<file path="src/rtl/i2c_start_rsv_pkg.sv">
// Package i2c_start_rsv_pkg
// Shared state encoding for the start reservation controller.
// Assumes: nothing beyond IEEE 1800-2017.
package i2c_start_rsv_pkg;

    typedef enum logic [1:0] {
        ST_IDLE = 2'd0,   // no request outstanding
        ST_RSV  = 2'd1,   // reservation waiting for a stop condition
        ST_HOLD = 2'd2,   // start issued, clock held until address write
        ST_XFER = 2'd3    // address launched, master until stop
    } rsv_state_e;

    typedef struct packed {
        logic fire;       // issue a start now
        logic load;       // request accepted; load wait counter
        logic launch;     // address transfer launch
    } rsv_evt_t;

endpackage

</file>
<file path="src/rtl/i2c_bus_tracker.sv">
// Module i2c_bus_tracker
// Keeps a single flag telling whether the bus is free for a start.
// Assumes: event strobes are one cycle wide and already synchronised.
// Own start (fire) has top priority, then release events, then foreign start.
module i2c_bus_tracker (
    input  logic clk,
    input  logic rst_n,
    input  logic fire,
    input  logic start_det,
    input  logic stop_det,
    input  logic arb_none,
    input  logic sw_release,
    output logic bus_free
);

    logic release_evt;

    // Any of the three events that leave the bus unused.
    always_comb begin
        release_evt = stop_det | arb_none | sw_release;
    end

    // Track free/busy; reset assumes a released bus.
    always_ff @(posedge clk) begin
        if (!rst_n) begin
            bus_free <= 1'b1;
        end else if (fire) begin
            bus_free <= 1'b0;
        end else if (release_evt) begin
            bus_free <= 1'b1;
        end else if (start_det) begin
            bus_free <= 1'b0;
        end
    end

endmodule

</file>
<file path="src/rtl/i2c_wait_timer.sv">
// Module i2c_wait_timer
// Down-counter that gives the settle time before master status is valid.
// Assumes: load is a one-cycle strobe; the length is picked by the mode bits.
// Mode 00 -> LEN_M0, 01 -> LEN_M1, 1x -> LEN_M2.
module i2c_wait_timer #(
    parameter int LEN_M0 = 26,
    parameter int LEN_M1 = 46,
    parameter int LEN_M2 = 16,
    localparam int LEN_MAX = (LEN_M0 > LEN_M1) ?
                             ((LEN_M0 > LEN_M2) ? LEN_M0 : LEN_M2) :
                             ((LEN_M1 > LEN_M2) ? LEN_M1 : LEN_M2),
    localparam int CNT_W = $clog2(LEN_MAX + 1)
) (
    input  logic       clk,
    input  logic       rst_n,
    input  logic       load,
    input  logic [1:0] mode,
    output logic       expired
);

    logic [CNT_W-1:0] cnt_q;
    logic [CNT_W-1:0] len_sel;

    // Pick the wait length from the mode bits.
    always_comb begin
        if (mode[1]) begin
            len_sel = CNT_W'(LEN_M2);
        end else if (mode[0]) begin
            len_sel = CNT_W'(LEN_M1);
        end else begin
            len_sel = CNT_W'(LEN_M0);
        end
    end

    // Load on request, otherwise count down to zero and stay there.
    always_ff @(posedge clk) begin
        if (!rst_n) begin
            cnt_q <= '0;
        end else if (load) begin
            cnt_q <= len_sel;
        end else if (cnt_q != '0) begin
            cnt_q <= cnt_q - 1'b1;
        end
    end

    // Status is valid once the counter is empty.
    always_comb begin
        expired = (cnt_q == '0);
    end

endmodule

</file>
<file path="src/rtl/i2c_rsv_fsm.sv">
// Module i2c_rsv_fsm
// Sequencer for immediate starts, reservations, clock hold and address launch.
// Assumes: bus_free comes from i2c_bus_tracker one cycle behind bus events.
// Only one reservation is held; requests outside idle are ignored.
module i2c_rsv_fsm
    import i2c_start_rsv_pkg::*;
(
    input  logic     clk,
    input  logic     rst_n,
    input  logic     start_req,
    input  logic     stop_int_en,
    input  logic     start_det,
    input  logic     stop_det,
    input  logic     shift_wr,
    input  logic     bus_free,
    output rsv_evt_t evt,
    output logic     gen_start,
    output logic     hold_wait,
    output logic     master_flag,
    output logic     addr_launch,
    output logic     rsv_pending
);

    rsv_state_e state_q;
    rsv_state_e state_d;

    // Next state and one-cycle events for this cycle.
    always_comb begin
        state_d    = state_q;
        evt        = '0;
        unique case (state_q)
            ST_IDLE: begin
                if (start_req) begin
                    if (bus_free) begin
                        state_d  = ST_HOLD;
                        evt.fire = 1'b1;
                        evt.load = 1'b1;
                    end else if (stop_int_en) begin
                        state_d  = ST_RSV;
                        evt.load = 1'b1;
                    end
                end
            end
            ST_RSV: begin
                if (!stop_int_en) begin
                    state_d = ST_IDLE;
                end else if (start_det) begin
                    state_d = ST_IDLE;
                end else if (stop_det) begin
                    state_d  = ST_HOLD;
                    evt.fire = 1'b1;
                end
            end
            ST_HOLD: begin
                if (stop_det) begin
                    state_d = ST_IDLE;
                end else if (shift_wr) begin
                    state_d    = ST_XFER;
                    evt.launch = 1'b1;
                end
            end
            ST_XFER: begin
                if (stop_det) begin
                    state_d = ST_IDLE;
                end
            end
            default: state_d = ST_IDLE;
        endcase
    end

    // State register.
    always_ff @(posedge clk) begin
        if (!rst_n) begin
            state_q <= ST_IDLE;
        end else begin
            state_q <= state_d;
        end
    end

    // Registered pulse outputs.
    always_ff @(posedge clk) begin
        if (!rst_n) begin
            gen_start   <= 1'b0;
            addr_launch <= 1'b0;
        end else begin
            gen_start   <= evt.fire;
            addr_launch <= evt.launch;
        end
    end

    // Registered level outputs decoded from the next state.
    always_ff @(posedge clk) begin
        if (!rst_n) begin
            hold_wait   <= 1'b0;
            master_flag <= 1'b0;
            rsv_pending <= 1'b0;
        end else begin
            hold_wait   <= (state_d == ST_HOLD);
            master_flag <= (state_d == ST_HOLD) || (state_d == ST_XFER);
            rsv_pending <= (state_d == ST_RSV);
        end
    end

endmodule

</file>
<file path="src/rtl/i2c_start_rsv.sv">
// Module i2c_start_rsv (top)
// Start reservation controller for an I2C master: immediate or deferred
// start, clock hold until address write, and a mode-dependent settle timer.
// Assumes: all bus strobes are synchronous, one cycle wide.
module i2c_start_rsv
    import i2c_start_rsv_pkg::*;
#(
    parameter int WAIT_M0 = 26,
    parameter int WAIT_M1 = 46,
    parameter int WAIT_M2 = 16
) (
    input  logic       clk,
    input  logic       rst_n,
    input  logic       start_req,
    input  logic       stop_int_en,
    input  logic       start_det,
    input  logic       stop_det,
    input  logic       arb_none,
    input  logic       sw_release,
    input  logic       shift_wr,
    input  logic [1:0] clk_mode,
    output logic       gen_start,
    output logic       hold_wait,
    output logic       master_flag,
    output logic       addr_launch,
    output logic       rsv_pending,
    output logic       status_valid
);

    logic     bus_free;
    rsv_evt_t evt;

    i2c_bus_tracker u_bus (
        .clk        (clk),
        .rst_n      (rst_n),
        .fire       (evt.fire),
        .start_det  (start_det),
        .stop_det   (stop_det),
        .arb_none   (arb_none),
        .sw_release (sw_release),
        .bus_free   (bus_free)
    );

    i2c_rsv_fsm u_fsm (
        .clk         (clk),
        .rst_n       (rst_n),
        .start_req   (start_req),
        .stop_int_en (stop_int_en),
        .start_det   (start_det),
        .stop_det    (stop_det),
        .shift_wr    (shift_wr),
        .bus_free    (bus_free),
        .evt         (evt),
        .gen_start   (gen_start),
        .hold_wait   (hold_wait),
        .master_flag (master_flag),
        .addr_launch (addr_launch),
        .rsv_pending (rsv_pending)
    );

    i2c_wait_timer #(
        .LEN_M0 (WAIT_M0),
        .LEN_M1 (WAIT_M1),
        .LEN_M2 (WAIT_M2)
    ) u_timer (
        .clk     (clk),
        .rst_n   (rst_n),
        .load    (evt.load),
        .mode    (clk_mode),
        .expired (status_valid)
    );

endmodule

</file>
<file path="config.mk">
export PLATFORM = sky130hd
export DESIGN_NAME = i2c_start_rsv
export DESIGN_NICKNAME = d
export VERILOG_FILES = /design/src/rtl/i2c_start_rsv_pkg.sv /design/src/rtl/i2c_bus_tracker.sv /design/src/rtl/i2c_wait_timer.sv /design/src/rtl/i2c_rsv_fsm.sv /design/src/rtl/i2c_start_rsv.sv
export SDC_FILE = /design/constraint.sdc
export NUM_CORES = 1
export LEC_CHECK = 0
export ABC_AREA = 1
export BUFFER_PORTS_ARGS = -buffer_cell sky130_fd_sc_hd__buf_4
export CORE_AREA = 5 5 42 44
export DETAILED_ROUTE_END_ITERATION = 12
export DIE_AREA = 0 0 47 49
export GPL_ROUTABILITY_DRIVEN = 0
export HOLD_SLACK_MARGIN = 0.06
export PLACE_DENSITY = 0.75
export SYNTH_ARGS = -nofsm -noshare
export SYNTH_HDL_FRONTEND = slang
export SYNTH_SLANG_ARGS = --single-unit
</file>
<file path="constraint.sdc">
create_clock -name clk -period 2.96 [get_ports clk]
set_clock_uncertainty 0.2 [all_clocks]
set_input_delay 0.296 -clock clk [delete_from_list [all_inputs] [get_ports clk]]
set_output_delay 0.296 -clock clk [all_outputs]
set_load 0.01 [all_outputs]
</file>
-- After elaboration in Yosys (flattened, before gate mapping)
Index checks and enable logic that the tools add are counted.
Widths: inputs -> output; s select.
- bits of input ports: 11
- bits in registers: 14
- output and inout bits: 6
- word-level logic and storage cells: 53
- reductions and logical operators: 7
- equality and inequality tests: 6
- add/subtract/negate cells: 1
- mux-type cells: 27
- bitwise gates (word level): 4
- operator list (operator ; count):
    $mux 6 ; 4
    $mux 2 ; 10
    $mux 1 ; 11
    $eq 2x2->1 const B ; 4
    $pmux 2 s4 ; 1
    $logic_not 6->1 ; 1
    $reduce_bool 6->1 ; 1
    $sub 6x1->6 const B ; 1
    $eq 2x1->1 const B ; 2
    $reduce_bool 3->1 ; 1
    $reduce_or 3->1 ; 1
    $logic_not 2->1 ; 1
    $not 1->1 ; 2
    $or 1x1->1 ; 2
    $pmux 1 s2 ; 1
    $reduce_bool 2->1 ; 1
    $logic_or 1x1->1 ; 1

-- Depth between registers and ports, before layout
- depth in word-level cells: 6
- gate-level depth with buffers: 7
- depth with buffers taken out: 7

-- Modules after synthesis
From an unflattened synthesis, not the netlist that was laid out.
- cells, all modules: 103
- area, all modules: 716.9 sq um
- modules (own cells, without submodules) (module ; instances ; sequential area each (sq um) ; cells each ; area each (sq um)):
    i2c_wait_timer ; 1 ; 120.1 ; 53 ; 366.6
    i2c_rsv_fsm ; 1 ; 140.1 ; 41 ; 299.0
    i2c_bus_tracker ; 1 ; 20.0 ; 9 ; 51.3

-- Least setup slack after synthesis
No wires, ideal clock.
- kind: flip-flop to flip-flop
- start: reg u_timer.cnt_q[0]
- end: reg u_timer.cnt_q[1]
- buffers on the path: 0
- data arrival time: 1.088 ns
- slack: 1.557 ns
- setup time: 0.115 ns
- cell stages (with the launch flop): 8
- clock period less this slack: 1.403 ns
- required time: 2.645 ns
- path through: dfxtp_1 inv_1 ha_1 nand2_1 nor2_2 nand2_1 o21ai_1 nor2_1
- longest elaborated chain between the ends: 3
- elaborated cells between the ends (all ways): 5
- those cells by class: add/sub: 1; mux: 2; reduce/logical: 2
- RTL lines (element ; line ; text):
    from (decl) ; i2c_wait_timer.sv:21 ; logic [CNT_W-1:0] cnt_q;
    from (signal assigned) ; i2c_wait_timer.sv:40 ; cnt_q <= len_sel;
    from (signal assigned) ; i2c_wait_timer.sv:42 ; cnt_q <= cnt_q - 1'b1;
    $sub 6x1->6 ; i2c_wait_timer.sv:42 ;
    $mux 6 ; i2c_wait_timer.sv:41 ; end else if (cnt_q != '0) begin
    $mux 6 ; i2c_wait_timer.sv:39 ; end else if (load) begin
Several ways; a longest one is shown, not always the timed one. The select of a mux whose other input is x is not followed.
A chain may end at the register's enable or synchronous reset.

-- Worst setup path in the final report
- start: reg u_timer.cnt_q[0]
- end: out status_valid
- longest elaborated chain between the ends: 1
- RTL lines (element ; line ; text):
    $logic_not 6->1 ; i2c_wait_timer.sv:48 ; expired = (cnt_q == '0);
    to (decl) ; i2c_start_rsv.sv:27 ; output logic status_valid
Every way passes these cells.

==> qor.yml <==
run_status:
  status: "completed"
global_route:
  antenna_found_initial: 0
  grt_max_degree: 10
  grt_pass1_vias: 647
  grt_pass1_wl_mm: 2.57
  grt_util_all_layers_pct: 15.0
  grt-ovfl-total: 0
pwr:
  p_total_uw: 725
  power.density_nw_per_um2: 838
  vdd_drop_max_mv: 0.361
  power.leakage_nw: 0.441
synth:
  synthesis.area_um2: 678
  syn_inst: 91
  synth.avg_cell_area_um2: 7.45
  synth.largest_area_cell: "dfxtp_1"
  syn_nets: 104
  synth_cell_type_count: 18
  yosys_warnings: 0
  ys_seq_area_share_pct: 41.3
  yosysTopAreaCellShare_pct: 41.3
  ys_ff_latch: 14
  synthTopCellsByArea: "dfxtp_1 (41%), nand2_1 (11%), inv_1 (6.6%)"
die:
  die-height_um: 49
  fp.dieW_um: 47
  core_area_um2: 1400
  ios: 17
  die-area_um2: 2300
  initial_core_util_pct: 48.4
  core.rowCount: 14
timing:
  fmax_mhz: 551
  period_needed_ns: 1.81
  slew_headroom_pct: 82.9
  hold_ws_ns: 0.0618
  worst_slew_pin_slew_ns: 0.255
  setup_slack_ns: 1.15
  slew_viol_final: 0
  hold_violations: 0
  final.period_utilization_pct: 61.3
  setup_violations: 0
  setup_tns_ns: 0
  rsz0062_at_grt: "no"
route:
  totalWireLength_mm: 1.45
  met2_wirelength_um: 746
  drc: 0
  num_vias: 636
  drt-initial-drc-count: 12
  top_layer: "met4"
  postRouteAntennaNets: 0
  vias_per_cell: 4.97
  wl_met3_um: 75
  post_drt_wl_per_cell_um: 11.3
  dr.pass1.iters: 4
  drt-met1-wl_um: 609
cells_and_area:
  layout.cells.most_common: "nand2_1"
  drive_gt1_share_pct: 25.9
  final_area_um2: 865
  final_cell_mix: "nand2_1 (19), buf_4 (16), dfxtp_1 (14)"
  n_fill_cell: 135
  area_delta_synth_final_pct: 27.5
  layout.cells.non_filler: 128
  final_nets: 126
  final_core_util_pct: 61.7
  antenna_cells: 0
critical_path:
  worst_r2r_path_depth: 7
  startpoint_type: "register"
  worstPathRequired_ns: 2.46
  endpoint_kind: "output port"
  arrival_ns: 1.32
  critical_path_class: "register to output port"
  crit_path_max_fanout: 7
worst_hold_path:
  min_path_type: "input pin to register"
  hold_path_depth: 3
clock_tree:
  postCtsSetupBuffers: 0
  cts_resized: 0
  cts.sinks: 14
  cts_root_buf: "clkbuf_4"
  insertion_delay_ns: 0.28
  clk_pin_slew_ns: 0.08
  cts_buffer_depth: 2
  cts_tree: "built"
  cts_max_level: 1
  numCtsBuffers: 3
run:
  maxCapViolations: 0
placement:
  dp_cells: 123
  port_buffers: 16
  dpl_worst_slack_ns: 1.46
  place_hpwl_mm: 1.15
  place_area_um2: 818
-- cells in the mapped netlist --
cell	count
nor2_2	1
nand2_1	19
nor2_1	12
nand3_1	7
nor3_1	1
o21ai_0	3
nand3_4	1
nand2_2	2
nand3b_1	1
dfxtp_1	14
a21oi_2	2
inv_1	12
a21oi_1	5
ha_1	2
nand4_1	4
nor2_4	3
o21ai_1	1
nor4_1	1
-- metal layers --
metal / vias to the layer above / track usage, %
met5: - / 0
met4: 0 / 5.53
met3: 4 / 5.17
met2: 11 / 24.0
met1: 281 / 18.0
li1: 340 / -
-- report_power, final --
| part | total (mW) | internal [mW] | switching [mW] |
|---|---|---|---|
| combinational | 0.323 | 0.133 | 0.190 |
| clock | 0.136 | 0.0748 | 0.0613 |
| sequential | 0.266 | 0.230 | 0.0354 |
-- cells by family (layout without fill, tap and decap cells) --
group,after synthesis,after routing,share of synthesized area (%)
buf+inv,12,33,6.64
compound gates,11,11,9.22
flops,14,14,41.3
simple gates,52,52,39.1
fa+ha+maj,2,2,3.69
-- final cells by class --
type                            count  area (um2)  area share (%)
Multi-Input combinational cell     65         353            40.8
Sequential cell                    14         280            32.4
Timing Repair Buffer               17         130            15.1
Inverter                           12        45.0            5.21
Clock buffer                        4        36.3            4.20
Tap cell                           16        20.0            2.32
-- state kept, by name (all words and copies together), names as in the netlist --
register	count
u_fsm.addr_launch	1
u_bus.bus_free	1
u_fsm.gen_start	1
u_fsm.master_flag	1
u_fsm.rsv_pending	1
u_timer.cnt_q	6
u_fsm.state_q	2
u_fsm.hold_wait	1
-- path summary, 6_finish.rpt --
kind,start,to,slack [ns]
setup / recovery,u_timer.cnt_q[0],status_valid,1.15
hold / removal,arb_none,u_bus.bus_free,0.06
setup reg to reg,u_timer.cnt_q[0],u_timer.cnt_q[1],1.45
hold reg to reg,u_timer.cnt_q[0],u_timer.cnt_q[0],0.29
-- timing repair --
item,CTS,global route
hold buffers,1,0
endpoints found under the setup margin,0,0
hold endpoints to repair,1,0
-- worst max-delay path, cell delays in order (launching register included) --
cell and delay (ns):
dfxtp_1 0.32, inv_1 0.17, ha_1 0.20, nand2_1 0.07, nor2_2 0.14, buf_4 0.14
(Power assumes the default switching activity.)
